**src/rtl/keyed_wdt.sv**
```systemverilog
module keyed_wdt #(
  parameter int DATA_W   = 8,
  parameter int CNT_W    = 4,
  parameter int LIMIT    = 8,
  parameter int TICK_DIV = 1,
  parameter logic [DATA_W-1:0] KEY_ARM  = 'h0A,
  parameter logic [DATA_W-1:0] KEY_FIRE = 'h03
) (
  input  logic              clk,
  input  logic              rst_n,
  input  logic              tick_i,
  input  logic              rst_en_i,
  input  logic              wr_en_i,
  input  logic [DATA_W-1:0] wr_data_i,
  output logic [DATA_W-1:0] rd_data_o,
  output logic              rst_req_o
);
  localparam logic [CNT_W-1:0] LIMIT_V = CNT_W'(LIMIT);

  logic [CNT_W-1:0] cnt;
  logic             armed;
  logic             req_q;
  logic             step;

  wire expired = (cnt == LIMIT_V);
  wire fire    = expired && rst_en_i;
  wire key_ok  = wr_en_i && armed && (wr_data_i == KEY_FIRE);
  wire restart = fire || key_ok;

  generate
    if (TICK_DIV > 1) begin : g_div
      localparam int DW = $clog2(TICK_DIV);
      localparam logic [DW-1:0] DIV_TOP = DW'(TICK_DIV - 1);
      logic [DW-1:0] div;
      always_ff @(posedge clk) begin
        if (!rst_n)       div <= '0;
        else if (restart) div <= '0;
        else if (tick_i)  div <= (div == DIV_TOP) ? '0 : div + DW'(1);
      end
      assign step = tick_i && (div == DIV_TOP);
    end else begin : g_nodiv
      assign step = tick_i;
    end
  endgenerate

  always_ff @(posedge clk) begin
    if (!rst_n)       armed <= 1'b0;
    else if (wr_en_i) armed <= (wr_data_i == KEY_ARM);
  end

  always_ff @(posedge clk) begin
    if (!rst_n)                 cnt <= '0;
    else if (restart)           cnt <= '0;
    else if (step && !expired)  cnt <= cnt + CNT_W'(1);
  end

  always_ff @(posedge clk) begin
    if (!rst_n) req_q <= 1'b0;
    else        req_q <= fire;
  end

  assign rd_data_o = {{(DATA_W-CNT_W){1'b0}}, cnt};
  assign rst_req_o = req_q;
endmodule

```
**config.mk**
```make
export PLATFORM = sky130hd
export DESIGN_NAME = keyed_wdt
export DESIGN_NICKNAME = d
export VERILOG_FILES = /design/src/rtl/keyed_wdt.sv
export SDC_FILE = /design/constraint.sdc
export NUM_CORES = 1
export LEC_CHECK = 0
export BUFFER_PORTS_ARGS = -buffer_cell sky130_fd_sc_hd__buf_2
export CORE_AREA = 2 2 39 41
export DETAILED_ROUTE_END_ITERATION = 7
export DIE_AREA = 0 0 41 43
export RECOVER_POWER = 50
export SYNTH_ARGS = -nofsm -noshare
export SYNTH_HDL_FRONTEND = slang
export SYNTH_SLANG_ARGS = --single-unit
export TNS_END_PERCENT = 10
```
**constraint.sdc**
```tcl
create_clock -name clk -period 2.9 [get_ports clk]
set_input_delay 0.435 -clock clk [delete_from_list [all_inputs] [get_ports clk]]
set_output_delay 0.435 -clock clk [all_outputs]
set_load 0.05 [all_outputs]
```
**Word-level counts from Yosys, hierarchy flattened**

Cells that the tools add are included.

- Add/sub/neg operators: 1
- Reduce and logical (&&, ||, !) cells: 7
- Equality and inequality tests: 3
- Bitwise gates (word level): 1

Operator list:

| operator | count |
|---|---|
| $eq A8 B2 Y1 const B | 1 |
| $eq A8 B4 Y1 const B | 1 |
| $add A4 B1 Y4 const B | 1 |
| $eq A4 B4 Y1 const B | 1 |
| $logic_and A1 B1 Y1 | 4 |
| $reduce_or A2 Y1 | 1 |
| $logic_not A1 Y1 | 1 |
| $logic_or A1 B1 Y1 | 1 |
| $not A1 Y1 | 1 |

- Word-level logic and storage cells: 15
- Bits of input ports: 13
- Bits in registers: 6

**Longest topological paths before layout**

- Word-level depth: 4
- Gate-level depth with buffers: 5
- Gate-level depth less buffers: 5

**Worst setup path after synthesis**

OpenSTA, ideal clock, no wires.

- Kind: register to register
- Start point: register cnt[0]
- End point: register cnt[1]
- Data required time: 2.771 ns
- Setup time: 0.129 ns
- Path buffers: 0
- Stages on the path, launching flop included: 6
- Setup slack: 1.384 ns
- Data arrival time: 1.386 ns
- Path through: dfxtp_1 > inv_1 > ha_1 > and3b_1 > o21ai_0 > a21oi_1

- Cells in the longest elaborated chain, start to end: 4

Ends and longest elaborated chain:

| what | line | RTL |
|---|---|---|
| start, declared | 20 | `logic [CNT_W-1:0] cnt;` |
| start signal, assigned | 54 | `else if (step && !expired) cnt <= cnt + CNT_W'(1);` |
| $eq A4 B4 Y1 | 25 | `wire expired = (cnt == LIMIT_V);` |
| $logic_and A1 B1 Y1 | 26 | `wire fire = expired && rst_en_i;` |
| $logic_or A1 B1 Y1 | 28 | `wire restart = fire \|\| key_ok;` |
| $reduce_or A2 Y1 (no line) | n/a |  |

Parallel ways exist; a longest one is shown, timed or not.
A chain may end at the register's enable or synchronous reset.

**Worst setup path in the final report**

- Start point: input wr_data_i[5]
- End point: register cnt[3]

- Cells in the longest elaborated chain, start to end: 4

Ends and longest elaborated chain:

| what | line | RTL |
|---|---|---|
| start, declared | 14 | `input logic [DATA_W-1:0] wr_data_i,` |
| $eq A8 B2 Y1 | 27 | `wire key_ok = wr_en_i && armed && (wr_data_i == KEY_FIRE);` |
| $logic_and A1 B1 Y1 | 27 |  |
| $logic_or A1 B1 Y1 | 28 |  |
| $reduce_or A2 Y1 (no line) | n/a |  |

No other way between the ends.

==> results.cfg <==
[synthesis]
synth_cells = 42
post_synth_num_cell_types = 21
synth-xor-area-share_pct = 2.37
synth_top_area_cell = sky130_fd_sc_hd__dfxtp_1
synth.avg_cell_area_um2 = 8.79
netlist_top_cells_area = sky130_fd_sc_hd__dfxtp_1, sky130_fd_sc_hd__buf_4, sky130_fd_sc_hd__o311ai_4
synth-warning-count = 0
netlist_area_um2 = 369
synth-seq-cells = 6
largest_family_of_logic_cells_by_synthesized_area = simple AND/OR/NAND/NOR gates
synth_compound_gate_area_share_pct = 18.3
seq_area_frac_synth_pct = 32.5
synth_simple_gate_area_share_pct = 25.8
synth_top_area_share_pct = 32.5
yosys.area_share.adder_pct = 6.78
synth.area.mux_share_pct = 0

[clocking]
cts_setup_buffers = 0
cts_tree = done
cts-root-buf = sky130_fd_sc_hd__clkbuf_4
clk_latency_ns = 0.24
cts_buffer_depth = 2
holdBufCountCts = 0
cts_buffers = 3
postCtsResizedCells = 0
h-tree-depth = 1
clk_pin_slew_ns = 0.04
clock_sink_count = 6

[timing]
setup-tns-final_ns = 0
final_hold_violation_count = 0
worst_clock_skew_ns = 0.00334
final-max-slew-violation-count = 0
clock.fmax_mhz = 575
worst-slew-pin-transition_ns = 0.736
unrepaired_setup_endpoints_after_global_routing = false
timing.final.crit_share_pct = 60.0
min_period_ns = 1.74
slew_headroom_pct = 50.3
setup_viol = 0
fin_worst_hold_slack_ns = 0.426

[global_route]
grt_use_total_pct = 8.55
grt_max_degree = 8
grt_pass1_wl_um = 979
antenna_found_initial = 0
grt_pass1_vias = 287
grt-ovfl-total = 0

[pwr]
power_density_mw_per_mm2 = 442
power.ir.vdd_worst_mv = 0.158
power.leakage_uw = 0.000217
report.power.total_uw = 201

[setup_path]
cp_cell_sequence = buf_2 > or4_1 > o311ai_0 > nor2_1
critical_path_arrival_ns = 1.84
crit_path_top_delay_cell = sky130_fd_sc_hd__o311ai_0
setup.worst_path.class = in2reg
critical_path_buffers_and_inverters = 1
worst-endpoint-required_ns = 3.00
path_delay_family = compound AO/OA/AOI/OAI gates
critPathLaunchType = input pin
crit_fanout = 4
cp-end-kind = register
crit-reg2reg-launch = cnt[0]$_SDFFE_PP0P_
crit_start = wr_data_i[5]
max_stage_delay_ns = 0.69

[floorplan]
floorplan.initialDensity_pct = 26.7
core_area_mm2 = 0.00138
die_h_um = 43
dieWidth_um = 41
core.rowCount = 14
die_area_mm2 = 0.00176
i_o_pins = 22

[drt]
detail_route.vias_per_cell = 4.47
drt_iter0_markers = 10
detail_route.drc_violations = 0
route.antenna.remaining_nets = 0
drt_pass1_iterations = 4
detailroute.via_count = 344
avgRoutedWirePerCell_um = 8.66
wl_um = 667

[cells_and_area]
fillerInstances = 155
areaGrowthSynthToFinish_pct = 23.4
drive_gt1_share_pct = 31.1
insertedDiodeCount = 0
mostFrequentLayoutCell = sky130_fd_sc_hd__buf_2
post_route_cell_area_um2 = 455
layout_common_cells = sky130_fd_sc_hd__buf_2, sky130_fd_sc_hd__dfxtp_1, sky130_fd_sc_hd__inv_1
fin_nets = 78
final_util_pct = 32.9

[worst_hold_path]
min_delay_path_class = in2reg
hold_start = rst_n

[placed_design]
dp_hpwl_um = 548
placedInstanceArea_um2 = 455
routabilityCongestion = 0.648
io_buffers = 17

[run_status]
run_status = completed

[flow_run]
timing.max_cap.violations = 0
-- metal layers --
metal / GRT usage [%] / wire [µm] / vias up
met3: 3.14 / 74 / 0
li1: - / - / 179
met5: 0 / 0 / -
met4: 8.00 / 0 / 0
met1: 9.39 / 315 / 144
met2: 11.9 / 278 / 21
-- cells in the mapped netlist --
master	number
sky130_fd_sc_hd__buf_4	4
sky130_fd_sc_hd__nand3_1	2
sky130_fd_sc_hd__nor2b_1	1
sky130_fd_sc_hd__a21oi_1	3
sky130_fd_sc_hd__nand3b_1	3
sky130_fd_sc_hd__and3b_1	1
sky130_fd_sc_hd__nand4b_1	1
sky130_fd_sc_hd__nand2_1	2
sky130_fd_sc_hd__inv_1	5
sky130_fd_sc_hd__o311ai_4	1
sky130_fd_sc_hd__nand4_1	1
sky130_fd_sc_hd__ha_1	2
sky130_fd_sc_hd__a211o_1	1
sky130_fd_sc_hd__dfxtp_1	6
sky130_fd_sc_hd__or4_4	1
sky130_fd_sc_hd__conb_1	1
sky130_fd_sc_hd__nor2_1	2
sky130_fd_sc_hd__o21ai_0	2
sky130_fd_sc_hd__o21a_1	1
sky130_fd_sc_hd__xor2_1	1
sky130_fd_sc_hd__nor4_1	1
-- kinds of logic (layout without fill, tap and decap cells) --
family | after synthesis | in the layout
compound gates | 8 | 8
xor+xnor | 1 | 1
fa+ha+maj | 2 | 2
buf+inv | 9 | 25
flops | 6 | 6
other cells | 1 | 4
simple gates | 15 | 15
-- registers in the layout (all words and copies together), names as in the netlist --
register   count
armed          1
cnt            4
rst_req_o      1
-- path summary, 6_finish.rpt --
check	cells after the start	slack [ns]	end
worst max-delay path	4	1.16	cnt[3]$_SDFFE_PP0P_
worst min-delay path	2	0.43	armed$_SDFFE_PN0P_
worst max register to register	5	1.52	cnt[2]$_SDFFE_PP0P_
worst min register to register	2	0.51	cnt[2]$_SDFFE_PP0P_
-- report_power, final --
part	switching (µW)	total, µW	internal (µW)
Sequential	2.54	87.5	85.0
Combinational	28.5	40.3	11.8
Clock	26.9	73.4	46.6
-- per-stage QoR --
stage / setup slack, ns / cells
detailed placement: 1.27 / 74
CTS: 1.51 / 77
global placement: 1.28 / 74
floorplan: 1.38 / 45
finish: 1.16 / 77
global route: 0.974 / 77
-- cell type report --
class	instances	area, µm²	share of cell area (%)
sequential	6	120	26.4
inverter	5	18.8	4.12
timing repair buffer	17	83.8	18.4
multi-input combinational	30	190	41.8
tap	16	20.0	4.40
clock buffer	3	22.5	4.95
Power figures use the tool's default switching activity.
